--- config.mk ---
export PLATFORM = sky130hd
export DESIGN_NAME = flash_status_reg
export DESIGN_NICKNAME = d
export VERILOG_FILES = /design/src/rtl/flash_sr_pkg.sv /design/src/rtl/sr_sticky_flags.sv /design/src/rtl/sr_read_capture.sv /design/src/rtl/flash_status_reg.sv
export SDC_FILE = /design/constraint.sdc
export NUM_CORES = 1
export LEC_CHECK = 0
export CAP_MARGIN = 20
export CORE_UTILIZATION = 30
export DETAILED_ROUTE_END_ITERATION = 10
export DONT_BUFFER_PORTS = 1
export GPL_TIMING_DRIVEN = 0
export HOLD_SLACK_MARGIN = 0.05
export PLACE_DENSITY = 0.55
export SYNTH_ARGS = -nofsm -noshare
export SYNTH_HDL_FRONTEND = slang
export SYNTH_SLANG_ARGS = --single-unit
--- constraint.sdc ---
create_clock -name clk -period 0.9 [get_ports clk]
set_input_delay 0.045 -clock clk [delete_from_list [all_inputs] [get_ports clk]]
set_output_delay 0.045 -clock clk [all_outputs]
set_load 0.01 [all_outputs]
--- src/rtl/flash_sr_pkg.sv ---
// Package: bit positions and status byte assembly for the flash status register.
// Assumes an 8-bit status byte placed in the low half of the data bus.
package flash_sr_pkg;

    localparam int STAT_W      = 8;
    localparam int BIT_READY   = 7;
    localparam int BIT_EFAIL   = 5;
    localparam int BIT_PFAIL   = 4;
    localparam int BIT_PROT    = 3;

    localparam int NUM_FLAGS   = 2;
    localparam int FLAG_PROG   = 0;
    localparam int FLAG_ERASE  = 1;

    // Assemble a status byte; unlisted bit positions stay zero.
    function automatic logic [STAT_W-1:0] build_status(
        input logic ready,
        input logic erase_fail,
        input logic prog_fail,
        input logic prot_any
    );
        logic [STAT_W-1:0] s;
        s            = '0;
        s[BIT_READY] = ready;
        s[BIT_EFAIL] = erase_fail;
        s[BIT_PFAIL] = prog_fail;
        s[BIT_PROT]  = prot_any;
        return s;
    endfunction

endpackage

--- src/rtl/sr_sticky_flags.sv ---
// Module: sr_sticky_flags
// A bank of failure flags that are set by events and cleared only by a
// common clear strobe. A set event in the same cycle as the clear wins.
// Assumes set and clear are single-cycle pulses in the clk domain.
module sr_sticky_flags #(
    parameter int N = 2
) (
    input  logic         clk,
    input  logic         rst_n,
    input  logic [N-1:0] set_i,
    input  logic         clr_i,
    output logic [N-1:0] flags_o
);

    for (genvar g = 0; g < N; g++) begin : g_flag
        // Hold one flag: set has priority over clear.
        always_ff @(posedge clk) begin
            if (!rst_n)
                flags_o[g] <= 1'b0;
            else if (set_i[g])
                flags_o[g] <= 1'b1;
            else if (clr_i)
                flags_o[g] <= 1'b0;
        end

        assert_flag_set_wins_R3: assert property (
            @(posedge clk) disable iff (!rst_n)
            set_i[g] |=> flags_o[g]
        );

        assert_flag_sticky_R2: assert property (
            @(posedge clk) disable iff (!rst_n)
            $fell(flags_o[g]) |-> $past(clr_i)
        );
    end

endmodule

--- src/rtl/sr_read_capture.sv ---
// Module: sr_read_capture
// Detects the cycle where both active-low strobes are first sampled low and
// copies the live status into a snapshot held for the rest of the access.
// Assumes the strobes are already synchronised to clk.
module sr_read_capture #(
    parameter int W = 8
) (
    input  logic         clk,
    input  logic         rst_n,
    input  logic         ce_n,
    input  logic         oe_n,
    input  logic [W-1:0] live_i,
    output logic [W-1:0] snap_o,
    output logic         sel_q_o
);

    logic sel;
    assign sel = ~ce_n & ~oe_n;

    // Remember whether the access was already open on the last edge.
    always_ff @(posedge clk) begin
        if (!rst_n)
            sel_q_o <= 1'b0;
        else
            sel_q_o <= sel;
    end

    // Take a new snapshot only on the opening edge of an access.
    always_ff @(posedge clk) begin
        if (!rst_n)
            snap_o <= '0;
        else if (sel && !sel_q_o)
            snap_o <= live_i;
    end

    assert_snap_frozen_R6: assert property (
        @(posedge clk) disable iff (!rst_n)
        (sel && sel_q_o) |=> $stable(snap_o)
    );

    assert_snap_taken_R6: assert property (
        @(posedge clk) disable iff (!rst_n)
        (sel && !sel_q_o) |=> (snap_o == $past(live_i))
    );

endmodule

--- src/rtl/flash_status_reg.sv ---
// Module: flash_status_reg (top)
// Status register between a host bus and a write state machine. Failure
// flags are sticky until the host clears them and block new jobs; reads
// return a snapshot taken when the later of the two strobes falls.
// Assumes all inputs are synchronous to clk and event inputs are pulses.
module flash_status_reg
    import flash_sr_pkg::*;
#(
    parameter int DATA_W = 16
) (
    input  logic              clk,
    input  logic              rst_n,
    input  logic              wsm_busy,
    input  logic              wsm_op_erase,
    input  logic              wsm_prog_fail,
    input  logic              wsm_erase_fail,
    input  logic              abort_cmd,
    input  logic              clr_status,
    input  logic              prot_top,
    input  logic              prot_bot,
    input  logic              word_mode,
    input  logic              ce_n,
    input  logic              oe_n,
    output logic [DATA_W-1:0] rd_data,
    output logic              rd_lo_en,
    output logic              rd_hi_en,
    output logic              launch_ok
);

    localparam int HI_W = DATA_W - STAT_W;

    logic [NUM_FLAGS-1:0] set_vec;
    logic [NUM_FLAGS-1:0] flags;
    logic [STAT_W-1:0]    live_stat;
    logic [STAT_W-1:0]    snap;
    logic                 sel_q;
    logic                 abort_hit;

    // Route failure events and aborts of a running job to the matching flag.
    always_comb begin
        abort_hit            = abort_cmd & wsm_busy;
        set_vec              = '0;
        set_vec[FLAG_PROG]   = wsm_prog_fail  | (abort_hit & ~wsm_op_erase);
        set_vec[FLAG_ERASE]  = wsm_erase_fail | (abort_hit &  wsm_op_erase);
    end

    sr_sticky_flags #(.N(NUM_FLAGS)) u_flags (
        .clk     (clk),
        .rst_n   (rst_n),
        .set_i   (set_vec),
        .clr_i   (clr_status),
        .flags_o (flags)
    );

    // Live status value offered to the capture stage.
    assign live_stat = build_status(~wsm_busy, flags[FLAG_ERASE],
                                    flags[FLAG_PROG], prot_top | prot_bot);

    sr_read_capture #(.W(STAT_W)) u_cap (
        .clk     (clk),
        .rst_n   (rst_n),
        .ce_n    (ce_n),
        .oe_n    (oe_n),
        .live_i  (live_stat),
        .snap_o  (snap),
        .sel_q_o (sel_q)
    );

    // Bus outputs: upper byte reads zero, enables follow the open access.
    assign rd_data   = {{HI_W{1'b0}}, snap};
    assign rd_lo_en  = sel_q;
    assign rd_hi_en  = sel_q & word_mode;
    assign launch_ok = ~wsm_busy & ~(|flags);

    assert_abort_prog_R7: assert property (
        @(posedge clk) disable iff (!rst_n)
        (abort_cmd && wsm_busy && !wsm_op_erase) |=> flags[FLAG_PROG]
    );

    assert_abort_erase_R7: assert property (
        @(posedge clk) disable iff (!rst_n)
        (abort_cmd && wsm_busy && wsm_op_erase) |=> flags[FLAG_ERASE]
    );

    assert_launch_blocked_R8: assert property (
        @(posedge clk) disable iff (!rst_n)
        (wsm_prog_fail || wsm_erase_fail) |=> !launch_ok
    );

    assert_hi_enable_R9: assert property (
        @(posedge clk) disable iff (!rst_n)
        rd_hi_en |-> rd_lo_en
    );

endmodule

==> flow_summary.json, run 1 <==
{
  "status": "finished with violations",
  "violations_in_the_final_reports": "negative hold slack",
  "grt_first_pass_wirelength_mm": 1.179,
  "timing.final.max_slew_violations": 0,
  "drcViolationCount": 0,
  "timing.hold.worst.start": "oe_n",
  "port_buffers": 0,
  "power.switching_uw": 190.0,
  "count_of_nets_left_with_antenna_violations_after_detail_routing": 0,
  "hold_buffer_count_at_cts": 6,
  "timing_limited_maximum_frequency_ghz": 1.142,
  "gr-total-overflow": 0,
  "timing.final.ws_setup_ns": 0.02465,
  "power_frac_seq_pct": 45.5,
  "drt-wirelength-per-cell_um": 9.590,
  "antenna_diodes": 0,
  "ys_ff_latch": 7,
  "core.rowCount": 12,
  "reg2reg_start": "u_cap.sel_q_o$_SDFF_PN0_",
  "clk_pin_slew_worst_paths_ns": 0.05,
  "synthesis.yosys.warnings": 0,
  "area_growth_pct": 40.13,
  "tritoncts": "done",
  "cts_buffers": 3,
  "setup_slack_reg_to_reg_ns": 0.02,
  "final-instance-count-excl-fill": 78,
  "count_of_maximum_capacitance_violations": 0,
  "fillCellCount": 113,
  "cp-start-kind": "flip-flop",
  "vias_per_cell": 3.987,
  "post_synthesis_average_cell_area_um2": 9.137,
  "fin_area_um2": 550.5,
  "yosys-mux-area-fraction_pct": 10.19,
  "worstHoldEndpoint": "u_cap.snap_o[5]$_SDFFE_PN0P_",
  "clk_root_buffer_cell": "clkbuf_4",
  "clkPwrFrac_pct": 36.6,
  "clock_path_buffers": 2,
  "dieArea_um2": 1458,
  "endpoint_class_of_the_critical_path": "flip-flop",
  "htree_num_levels": 1,
  "synthDistinctLibCells": 16,
  "io_pins": 32,
  "max_stage_delay_ns": 0.35,
  "hold_violations": 3,
  "crit_path_max_fanout": 4,
  "detailedRoute.firstPassIterationCount": 4,
  "rsz0062_at_grt": "yes",
  "cellInternalPower_uw": 576.9,
  "critical_path.slowest_cell": "dfxtp_2",
  "final.period_utilization_pct": 97.26,
  "synth_adder_area_share_pct": 0,
  "dominant_combinational_cell_family_by_area_after_synthesis": "buffers and inverters",
  "num_vias": 311,
  "pre_cts_slack_ns": -0.01135,
  "layout-drive-gt1-share_pct": 29.69,
  "report.final.setup_viol": 0,
  "fin_worst_skew_ns": 0.004356,
  "cp.required_ns": 1.07,
  "die_w_um": 38.19,
  "first_global_vias": 289,
  "synthesis.area_um2": 392.9,
  "postSynthCellCount": 43,
  "post_synth_xor_area_fraction_pct": 0,
  "synth.yosys.seq_area_share_pct": 35.67,
  "whs_path_depth": 2,
  "worst-setup-path-type": "reg -> reg",
  "vdd.ir_drop.worst_mv": 0.6486,
  "yosys.area_share.simple_pct": 23.25,
  "commonest_non_fill_non_tap_cells_in_the_layout": "12 x buf_4, 12 x conb_1, 6 x nand2_1, 6 x dlygate4sd3_1, 6 x dfxtp_1",
  "gp_routability_congestion": 0.6365,
  "timing.critical_path.cells": "nor3_4, mux2i_1",
  "post_route_hold_slack_ns": -0.005763,
  "worstReg2RegEnd": "u_cap.snap_o[3]$_SDFFE_PN0P_",
  "initial_antenna_violation_count": 0,
  "fraction_of_the_mapped_netlist_area_in_compound_gates_pct": 5.732,
  "placed_cells_incl_taps": 68,
  "wirelength_um": 748,
  "worst-endpoint-arrival_ns": 1.05,
  "ff2ff_path_depth": 2,
  "dieHeight_um": 38.19,
  "cts.sinks": 7,
  "design.core.area_um2": 1156,
  "initial_standard_cell_utilization_of_the_core_pct": 33.98,
  "nets": 78,
  "grt_util_all_layers_pct": 12.10,
  "first_iter_violations": 8,
  "worstSkewPairLatency_ns": 0.25,
  "place_area_um2": 451.7,
  "final_period_minus_worst_setup_slack_ns": 0.8754,
  "pin_count_of_the_biggest_net_entering_global_routing": 11,
  "power.share.combinational_pct": 17.8,
  "holdCritPathClass": "in -> reg",
  "power.leakage_nw": 0.2661,
  "power_density_nw_per_um2": 1393,
  "p_sw_share_pct": 24.78
}
how the worst max path moves through the flow:
stage	start	end	slack [ns]	depth (start not counted)
3_3_place_gp	u_cap.sel_q_o$_SDFF_PN0_	u_cap.snap_o[7]$_SDFFE_PN0P_	0.005	2
2_1_floorplan	u_cap.sel_q_o$_SDFF_PN0_	u_cap.snap_o[3]$_SDFFE_PN0P_	0.07	2
4_1_cts	u_cap.sel_q_o$_SDFF_PN0_	u_cap.snap_o[7]$_SDFFE_PN0P_	0.008	2
5_1_grt	u_cap.sel_q_o$_SDFF_PN0_	u_cap.snap_o[4]$_SDFFE_PN0P_	-0.09	2
3_5_place_dp	u_cap.sel_q_o$_SDFF_PN0_	u_cap.snap_o[7]$_SDFFE_PN0P_	-0.01	2
6_report	u_cap.sel_q_o$_SDFF_PN0_	u_cap.snap_o[3]$_SDFFE_PN0P_	0.02	2
cell usage after synthesis:
master     n  area share, %
o31a_1     2            4.5
nand2_1    6            5.7
buf_2      1            1.3
o21ai_0    1            1.3
conb_1     1           0.95
mux2i_1    4             10
nor2b_1    2            3.2
nor3b_1    1            1.9
nor3_4     1            4.1
nand2b_1   1            1.6
and2_1     1            1.6
buf_4     12             23
nor3_1     1            1.3
dfxtp_1    7             36
and3b_1    1            2.2
and3_1     1            1.6
critical path: cells and delay by family, from the launching register on:
family | cells | cell delay [ns]
mux | 1 | 0.21
flops | 1 | 0.35
simple gates | 1 | 0.25
sequential cells by signal (all words and copies together) (netlist names):
name	count
u_flags.flags_o	2
u_cap.snap_o	4
u_cap.sel_q_o	1
cells by family after synthesis:
group,Yosys count
flops,7
simple gates,15
compound gates,3
other cells,1
mux,4
buf+inv,13
layout make-up:
cell class                      instances  area [µm²]  share of cell area [%]
Multi-Input combinational cell         34       210.2                   38.18
Sequential cell                         7       141.4                   25.68
Buffer                                 13       95.09                   17.27
Timing Repair Buffer                    6       60.06                   10.91
Clock buffer                            4       26.28                   4.773
Tap cell                               14       17.52                   3.182
metrics by stage:
| step | hold slack, ns | power, mW | TNS (ns) | utilization (%) |
|---|---|---|---|---|
| 6_report | -0.005763 | 0.7669 | 0 | 47.62 |
| 5_1_grt | -0.0008892 | 0.8141 | -0.2451 | 47.62 |
| 4_1_cts | -0.009624 | 0.7733 | 0 | 47.08 |
| 3_5_place_dp | 0.1240 | 0.4630 | -0.02163 | 39.07 |
| 3_3_place_gp | 0.1213 | 0.4621 | 0 | 39.07 |
| 2_1_floorplan | 0.1201 | 0.4536 | 0 | - |
metal layers:
metal / vias up / track usage [%] / wire, µm
met2: 23 / 19.07 / 371
met5: - / 0 / 0
li1: 159 / - / -
met1: 129 / 12.23 / 265
met4: 0 / 8.036 / 0
met3: 0 / 6.395 / 110
power groups by stage:
stage | clock network (mW) | logic (mW) | registers, mW
2_1_floorplan | 0 | 0.105 | 0.349
3_3_place_gp | 0 | 0.110 | 0.352
3_5_place_dp | 0 | 0.110 | 0.353
4_1_cts | 0.294 | 0.132 | 0.347
5_1_grt | 0.311 | 0.152 | 0.351
6_report | 0.281 | 0.137 | 0.349
what timing repair did:
item / CTS / global route
buffers inserted: 0 / 0
hold endpoints to repair: 7 / 4
pin swaps: 0 / 1
cloned: 0 / 0
endpoints found under the setup margin: 6 / 6
resized for setup: 2 / 1
Note: power is estimated with default switching activity, not from simulation.
==> run 2: changes to the inputs <==
--- a/config.mk
+++ b/config.mk
@@ -11,6 +11,7 @@
 export DONT_BUFFER_PORTS = 1
 export GPL_TIMING_DRIVEN = 0
 export HOLD_SLACK_MARGIN = 0.05
+export MAX_ROUTING_LAYER = met4
 export PLACE_DENSITY = 0.55
 export SYNTH_ARGS = -nofsm -noshare
 export SYNTH_HDL_FRONTEND = slang
==> run 2 against run 1 <==
  * The run still ends with negative hold slack left
  * First-iteration DRC count unchanged
  * Fmax fell by 1.0%
  * Via count down 0.96%
  * Total power decreased by 0.12%
  * Final cell count unchanged
  * Critical path depth did not move
  * Critical endpoint unchanged
  * Largest power group unchanged
==> flow_summary.json, run 2 (synthesis gave the netlist of run 1 again) <==
{
  "status": "finished with violations",
  "violations_in_the_final_reports": "negative hold slack",
  "final.period_utilization_pct": 98.29,
  "max_flop_register": "u_cap.snap_o",
  "vdd.ir_drop.worst_mv": 0.6487,
  "crit_path_max_fanout": 4,
  "grt_util_all_layers_pct": 12.41,
  "fillCellCount": 113,
  "hold_buffer_count_at_cts": 6,
  "detailedRoute.firstPassIterationCount": 4,
  "timing.final.ws_setup_ns": 0.01540,
  "clk_root_buffer_cell": "clkbuf_4",
  "report.final.setup_viol": 0,
  "count_of_maximum_capacitance_violations": 0,
  "fin_setup_tns_ns": 0,
  "dieHeight_um": 38.19,
  "htree_num_levels": 1,
  "fin_worst_skew_ns": 0.005039,
  "layout-drive-gt1-share_pct": 29.69,
  "gp_routability_congestion": 0.6417,
  "num_vias": 308,
  "power_density_nw_per_um2": 1391,
  "nets": 78,
  "vias_per_cell": 3.949,
  "count_of_nets_left_with_antenna_violations_after_detail_routing": 0,
  "pin_count_of_the_biggest_net_entering_global_routing": 11,
  "area_growth_pct": 40.13,
  "pre_cts_slack_ns": -0.01135,
  "placed_cells_incl_taps": 68,
  "critical_path.slowest_cell": "dfxtp_2",
  "post-layout-total-power_uw": 766.0,
  "first_global_vias": 289,
  "drcViolationCount": 0,
  "final_period_minus_worst_setup_slack_ns": 0.8846,
  "antenna_diodes": 0,
  "hold_violations": 2,
  "drt-wirelength-per-cell_um": 9.487,
  "timing.critical_path.cells": "nor3_4, mux2i_1",
  "grtUsageMet2_pct": 19.07,
  "place_area_um2": 451.7,
  "grt_first_pass_wirelength_mm": 1.179,
  "port_buffers": 0,
  "post_route_hold_slack_ns": -0.004186,
  "global_route.peak_usage_layer": "met2",
  "cp.required_ns": 1.07,
  "clock_path_buffers": 2,
  "timing.final.max_slew_violations": 0,
  "clk_pin_slew_worst_paths_ns": 0.05,
  "met1_track_demand_over_resource_pct": 12.59,
  "io_pins": 32,
  "initial_antenna_violation_count": 0,
  "worst-endpoint-arrival_ns": 1.06,
  "wirelength_um": 740,
  "cts.sinks": 7,
  "first_iter_violations": 8,
  "max_stage_delay_ns": 0.35,
  "cp_top_family": "flip-flops",
  "worstSkewPairLatency_ns": 0.25,
  "dieArea_um2": 1458,
  "timing_limited_maximum_frequency_ghz": 1.130,
  "holdCritPathClass": "in -> reg",
  "power.leakage_nw": 0.2661,
  "worst_path_buf_inv": 0,
  "die_w_um": 38.19,
  "gr-usage-met3_pct": 5.814,
  "final-instance-count-excl-fill": 78,
  "gr-total-overflow": 0,
  "worst-setup-path-type": "reg -> reg",
  "initial_standard_cell_utilization_of_the_core_pct": 33.98,
  "layout_top_registers": "u_cap.snap_o (4), u_flags.flags_o (2), u_cap.sel_q_o (1)",
  "flip_flop_count_of_the_largest_register_all_copies_and_words_added": 4,
  "design.core.area_um2": 1156,
  "commonest_non_fill_non_tap_cells_in_the_layout": "12 x buf_4, 12 x conb_1, 6 x nand2_1, 6 x dlygate4sd3_1, 6 x dfxtp_1",
  "tritoncts": "done",
  "cts.repair_timing.setup_buffer_count": 0,
  "cp-start-kind": "flip-flop",
  "rsz0062_at_grt": "yes",
  "cts_buffers": 3,
  "core.rowCount": 12,
  "fin_area_um2": 550.5,
  "final_core_util_pct": 47.62,
  "endpoint_class_of_the_critical_path": "flip-flop"
}
[run 2: cell counts in the layout (fill, tap and decap cells not counted)]
Identical to the previous run, type by type.
[run 2: cell type report]
class / count / area (µm²) / share of cell area [%]
Buffer: 13 / 95.09 / 17.27
Clock buffer: 4 / 26.28 / 4.773
Multi-Input combinational cell: 34 / 210.2 / 38.18
Sequential cell: 7 / 141.4 / 25.68
Tap cell: 14 / 17.52 / 3.182
Timing Repair Buffer: 6 / 60.06 / 10.91
[run 2: what timing repair did]
action,CTS,global route
resized for setup,2,1
hold endpoints to repair,7,4
setup endpoints to repair,6,6
pin swaps,0,1
[run 2: final timing paths]
check | start | to | slack (ns) | cells after the start
worst max-delay path | u_cap.sel_q_o$_SDFF_PN0_ | u_cap.snap_o[3]$_SDFFE_PN0P_ | 0.02 | 2
worst min-delay path | oe_n | u_cap.snap_o[5]$_SDFFE_PN0P_ | -0.004 | 2
worst max register to register | u_cap.sel_q_o$_SDFF_PN0_ | u_cap.snap_o[3]$_SDFFE_PN0P_ | 0.02 | 2
worst min register to register | u_cap.snap_o[7]$_SDFFE_PN0P_ | u_cap.snap_o[7]$_SDFFE_PN0P_ | 0.50 | 2
[run 2: layer usage]
layer | vias up | part of all wire, % | wire (µm)
met1 | 121 | 34 | 255
met4 | 0 | 0 | 0
met3 | 0 | 17 | 124
li1 | 159 | - | -
met2 | 28 | 49 | 360
met5 | - | 0 | 0
[run 2: power by group]
part,switching [mW],internal [mW],total (mW)
Combinational,0.0571,0.0797,0.137
Sequential,0.0207,0.328,0.349
Clock,0.111,0.169,0.280
Total,0.189,0.577,0.766
==> run 3: changes to the inputs <==
--- a/config.mk
+++ b/config.mk
@@ -5,14 +5,15 @@
 export SDC_FILE = /design/constraint.sdc
 export NUM_CORES = 1
 export LEC_CHECK = 0
+export ABC_AREA = 1
 export CAP_MARGIN = 20
-export CORE_UTILIZATION = 30
+export CORE_AREA = 2 2 39 41
 export DETAILED_ROUTE_END_ITERATION = 10
+export DIE_AREA = 0 0 41 43
 export DONT_BUFFER_PORTS = 1
 export GPL_TIMING_DRIVEN = 0
 export HOLD_SLACK_MARGIN = 0.05
-export MAX_ROUTING_LAYER = met4
-export PLACE_DENSITY = 0.55
+export PLACE_DENSITY = 0.54
 export SYNTH_ARGS = -nofsm -noshare
 export SYNTH_HDL_FRONTEND = slang
 export SYNTH_SLANG_ARGS = --single-unit
==> run 3 against run 2 <==
  * The flow still finishes with violations (negative hold slack)
  * First-iteration DRC count shrank 88%
  * Sequential share of layout area shrank 1.9 points
  * Combinational power grew 21%
  * Total power grew 6.2%
  * Register-to-register slack gained 0.11 ns
  * Global-route usage shrank 1.6 points
  * Routed wire length grew 19%
  * Count of clock-buffer cells in the layout is the same
  * Critical path depth shrank 1
  * Core utilization shrank 4.6 points
==> flow_summary.json, run 3 <==
{
  "status": "finished with violations",
  "violations_in_the_final_reports": "negative hold slack",
  "wirelength_um": 880,
  "worst-setup-path-type": "reg -> out",
  "layout_top_registers": "u_cap.snap_o (4), u_flags.flags_o (2), u_cap.sel_q_o (1)",
  "initial_antenna_violation_count": 0,
  "clk_pin_slew_worst_paths_ns": 0.05,
  "die_w_um": 41,
  "first_global_vias": 340,
  "gp_routability_congestion": 0.7055,
  "core.rowCount": 14,
  "timing_limited_maximum_frequency_ghz": 1.181,
  "post_route_hold_slack_ns": -0.1377,
  "netlist_top_cells_count": "12 x buf_4, 8 x a21oi_1, 7 x dfxtp_1, 6 x inv_1",
  "final-instance-count-excl-fill": 94,
  "tritoncts": "done",
  "cts.repair_timing.setup_buffer_count": 0,
  "commonest_non_fill_non_tap_cells_in_the_layout": "12 x buf_4, 12 x conb_1, 9 x dlygate4sd3_1",
  "power_density_nw_per_um2": 1365,
  "synth-edff-count": 0,
  "port_buffers": 0,
  "count_of_maximum_capacitance_violations": 0,
  "final_core_util_pct": 43.04,
  "synthDominantCellAreaShare_pct": 36.13,
  "final_period_minus_worst_setup_slack_ns": 0.8466,
  "dieArea_um2": 1763,
  "holdCritPathClass": "in -> reg",
  "ys_ff_latch": 7,
  "nets": 92,
  "synthesis.area_um2": 387.9,
  "drcViolationCount": 0,
  "pin_count_of_the_biggest_net_entering_global_routing": 9,
  "cp-start-kind": "flip-flop",
  "antenna_diodes": 0,
  "yosys.area.top_type": "dfxtp_1",
  "dieHeight_um": 43,
  "power.leakage_nw": 0.3080,
  "cts.sinks": 7,
  "layout-drive-gt1-share_pct": 25.64,
  "htree_num_levels": 1,
  "cell_with_the_most_instances_after_synthesis": "buf_4",
  "asyncSetResetFlopFracSynth_pct": 0,
  "timing.final.ws_setup_ns": 0.05343,
  "report.final.setup_viol": 0,
  "post_synth_main_area_contributors": "dfxtp_1 36%, buf_4 23%, a21oi_1 10%",
  "hold_violations": 1,
  "place_area_um2": 449.2,
  "vias_per_cell": 3.926,
  "critical_path.slowest_cell": "dfxtp_1",
  "synthDistinctLibCells": 11,
  "postSynthCellCount": 53,
  "vdd.ir_drop.worst_mv": 0.6400,
  "area_growth_pct": 53.55,
  "clock_path_buffers": 2,
  "max_stage_delay_ns": 0.34,
  "synth.yosys.seq_area_share_pct": 36.13,
  "fin_area_um2": 595.6,
  "fin_worst_skew_ns": 0.005437,
  "fin_setup_tns_ns": 0,
  "endpoint_class_of_the_critical_path": "primary output",
  "flip_flop_count_of_the_largest_register_all_copies_and_words_added": 4,
  "synth_ff_type": "dfxtp_1",
  "hold_buffer_count_at_cts": 10,
  "synthesis.yosys.warnings": 0,
  "worstSkewPairLatency_ns": 0.25,
  "timing.critical_path.cells": "nor3_4",
  "crit_path_max_fanout": 3,
  "pre_cts_slack_ns": -0.005705,
  "fillCellCount": 146,
  "post_synthesis_average_cell_area_um2": 7.318,
  "place.detailed.hpwl_um": 555.7,
  "cp_top_family": "flip-flops",
  "rsz0062_at_grt": "no",
  "worst-endpoint-arrival_ns": 0.80,
  "max_flop_register": "u_cap.snap_o",
  "count_of_nets_left_with_antenna_violations_after_detail_routing": 0,
  "num_vias": 369,
  "design.core.area_um2": 1384,
  "worst_path_buf_inv": 0,
  "post-layout-total-power_uw": 813.2,
  "drt-wirelength-per-cell_um": 9.362,
  "clk_root_buffer_cell": "clkbuf_4",
  "initial_standard_cell_utilization_of_the_core_pct": 28.03,
  "grt_util_all_layers_pct": 10.85,
  "grt_first_pass_wirelength_mm": 1.269,
  "placed_cells_incl_taps": 80,
  "timing.final.max_slew_violations": 0,
  "cp.required_ns": 0.85,
  "gr-total-overflow": 0,
  "final.period_utilization_pct": 94.06,
  "cts_buffers": 3,
  "detailedRoute.firstPassIterationCount": 4,
  "first_iter_violations": 1,
  "io_pins": 32
}
==> run 3: what timing repair did <==
action,4_1_cts,5_1_grt
pin swaps,0,2
endpoints found under the setup margin,3,6
resized for setup,2,4
cloned,0,0
endpoints found under the hold margin,7,2
==> run 3: final timing paths <==
check                                                startpoint                      endpoint  slack [ns]  cells after the start
worst max-delay path            u_flags.flags_o[1]$_SDFFE_PN0P_                     launch_ok        0.05                      1
worst min-delay path                                       oe_n      u_cap.sel_q_o$_SDFF_PN0_       -0.14                      1
worst max register to register         u_cap.sel_q_o$_SDFF_PN0_  u_cap.snap_o[7]$_SDFFE_PN0P_        0.13                      3
worst min register to register     u_cap.snap_o[4]$_SDFFE_PN0P_  u_cap.snap_o[4]$_SDFFE_PN0P_        0.55                      2
==> run 3: cell families after synthesis <==
group                  count (synthesis)  synth area share, %
and+or+nand+nor                       19                23.55
buffers and inverters                 18                29.03
AOI/OAI and AO/OA                      8                10.32
DFF                                    7                36.13
other                                  1               0.9668
==> run 3: final cells by class <==
class                      count  area [µm²]  area share (%)
buffer                        12       90.09           15.13
inverter                       6       22.52           3.782
sequential                     7       141.4           23.74
multi-input combinational     39       192.7           32.35
clock buffer                   4       26.28           4.412
tap                           16       20.02           3.361
timing repair buffer          10       102.6           17.23
==> run 3: layer usage <==
layer  vias to the layer above  share of wire (%)  global-route usage, %
li1                        197                  -                      -
met1                       150                 36                  10.65
met2                        22                 51                  17.81
met3                         0                 13                  6.283
met4                         0                  0                  4.000
met5                         -                  0                      0
==> run 3: where the power goes <==
part | internal [mW] | total, mW | switching (mW)
Clock | 0.170 | 0.291 | 0.122
Combinational | 0.0898 | 0.166 | 0.0764
Sequential | 0.331 | 0.356 | 0.0245
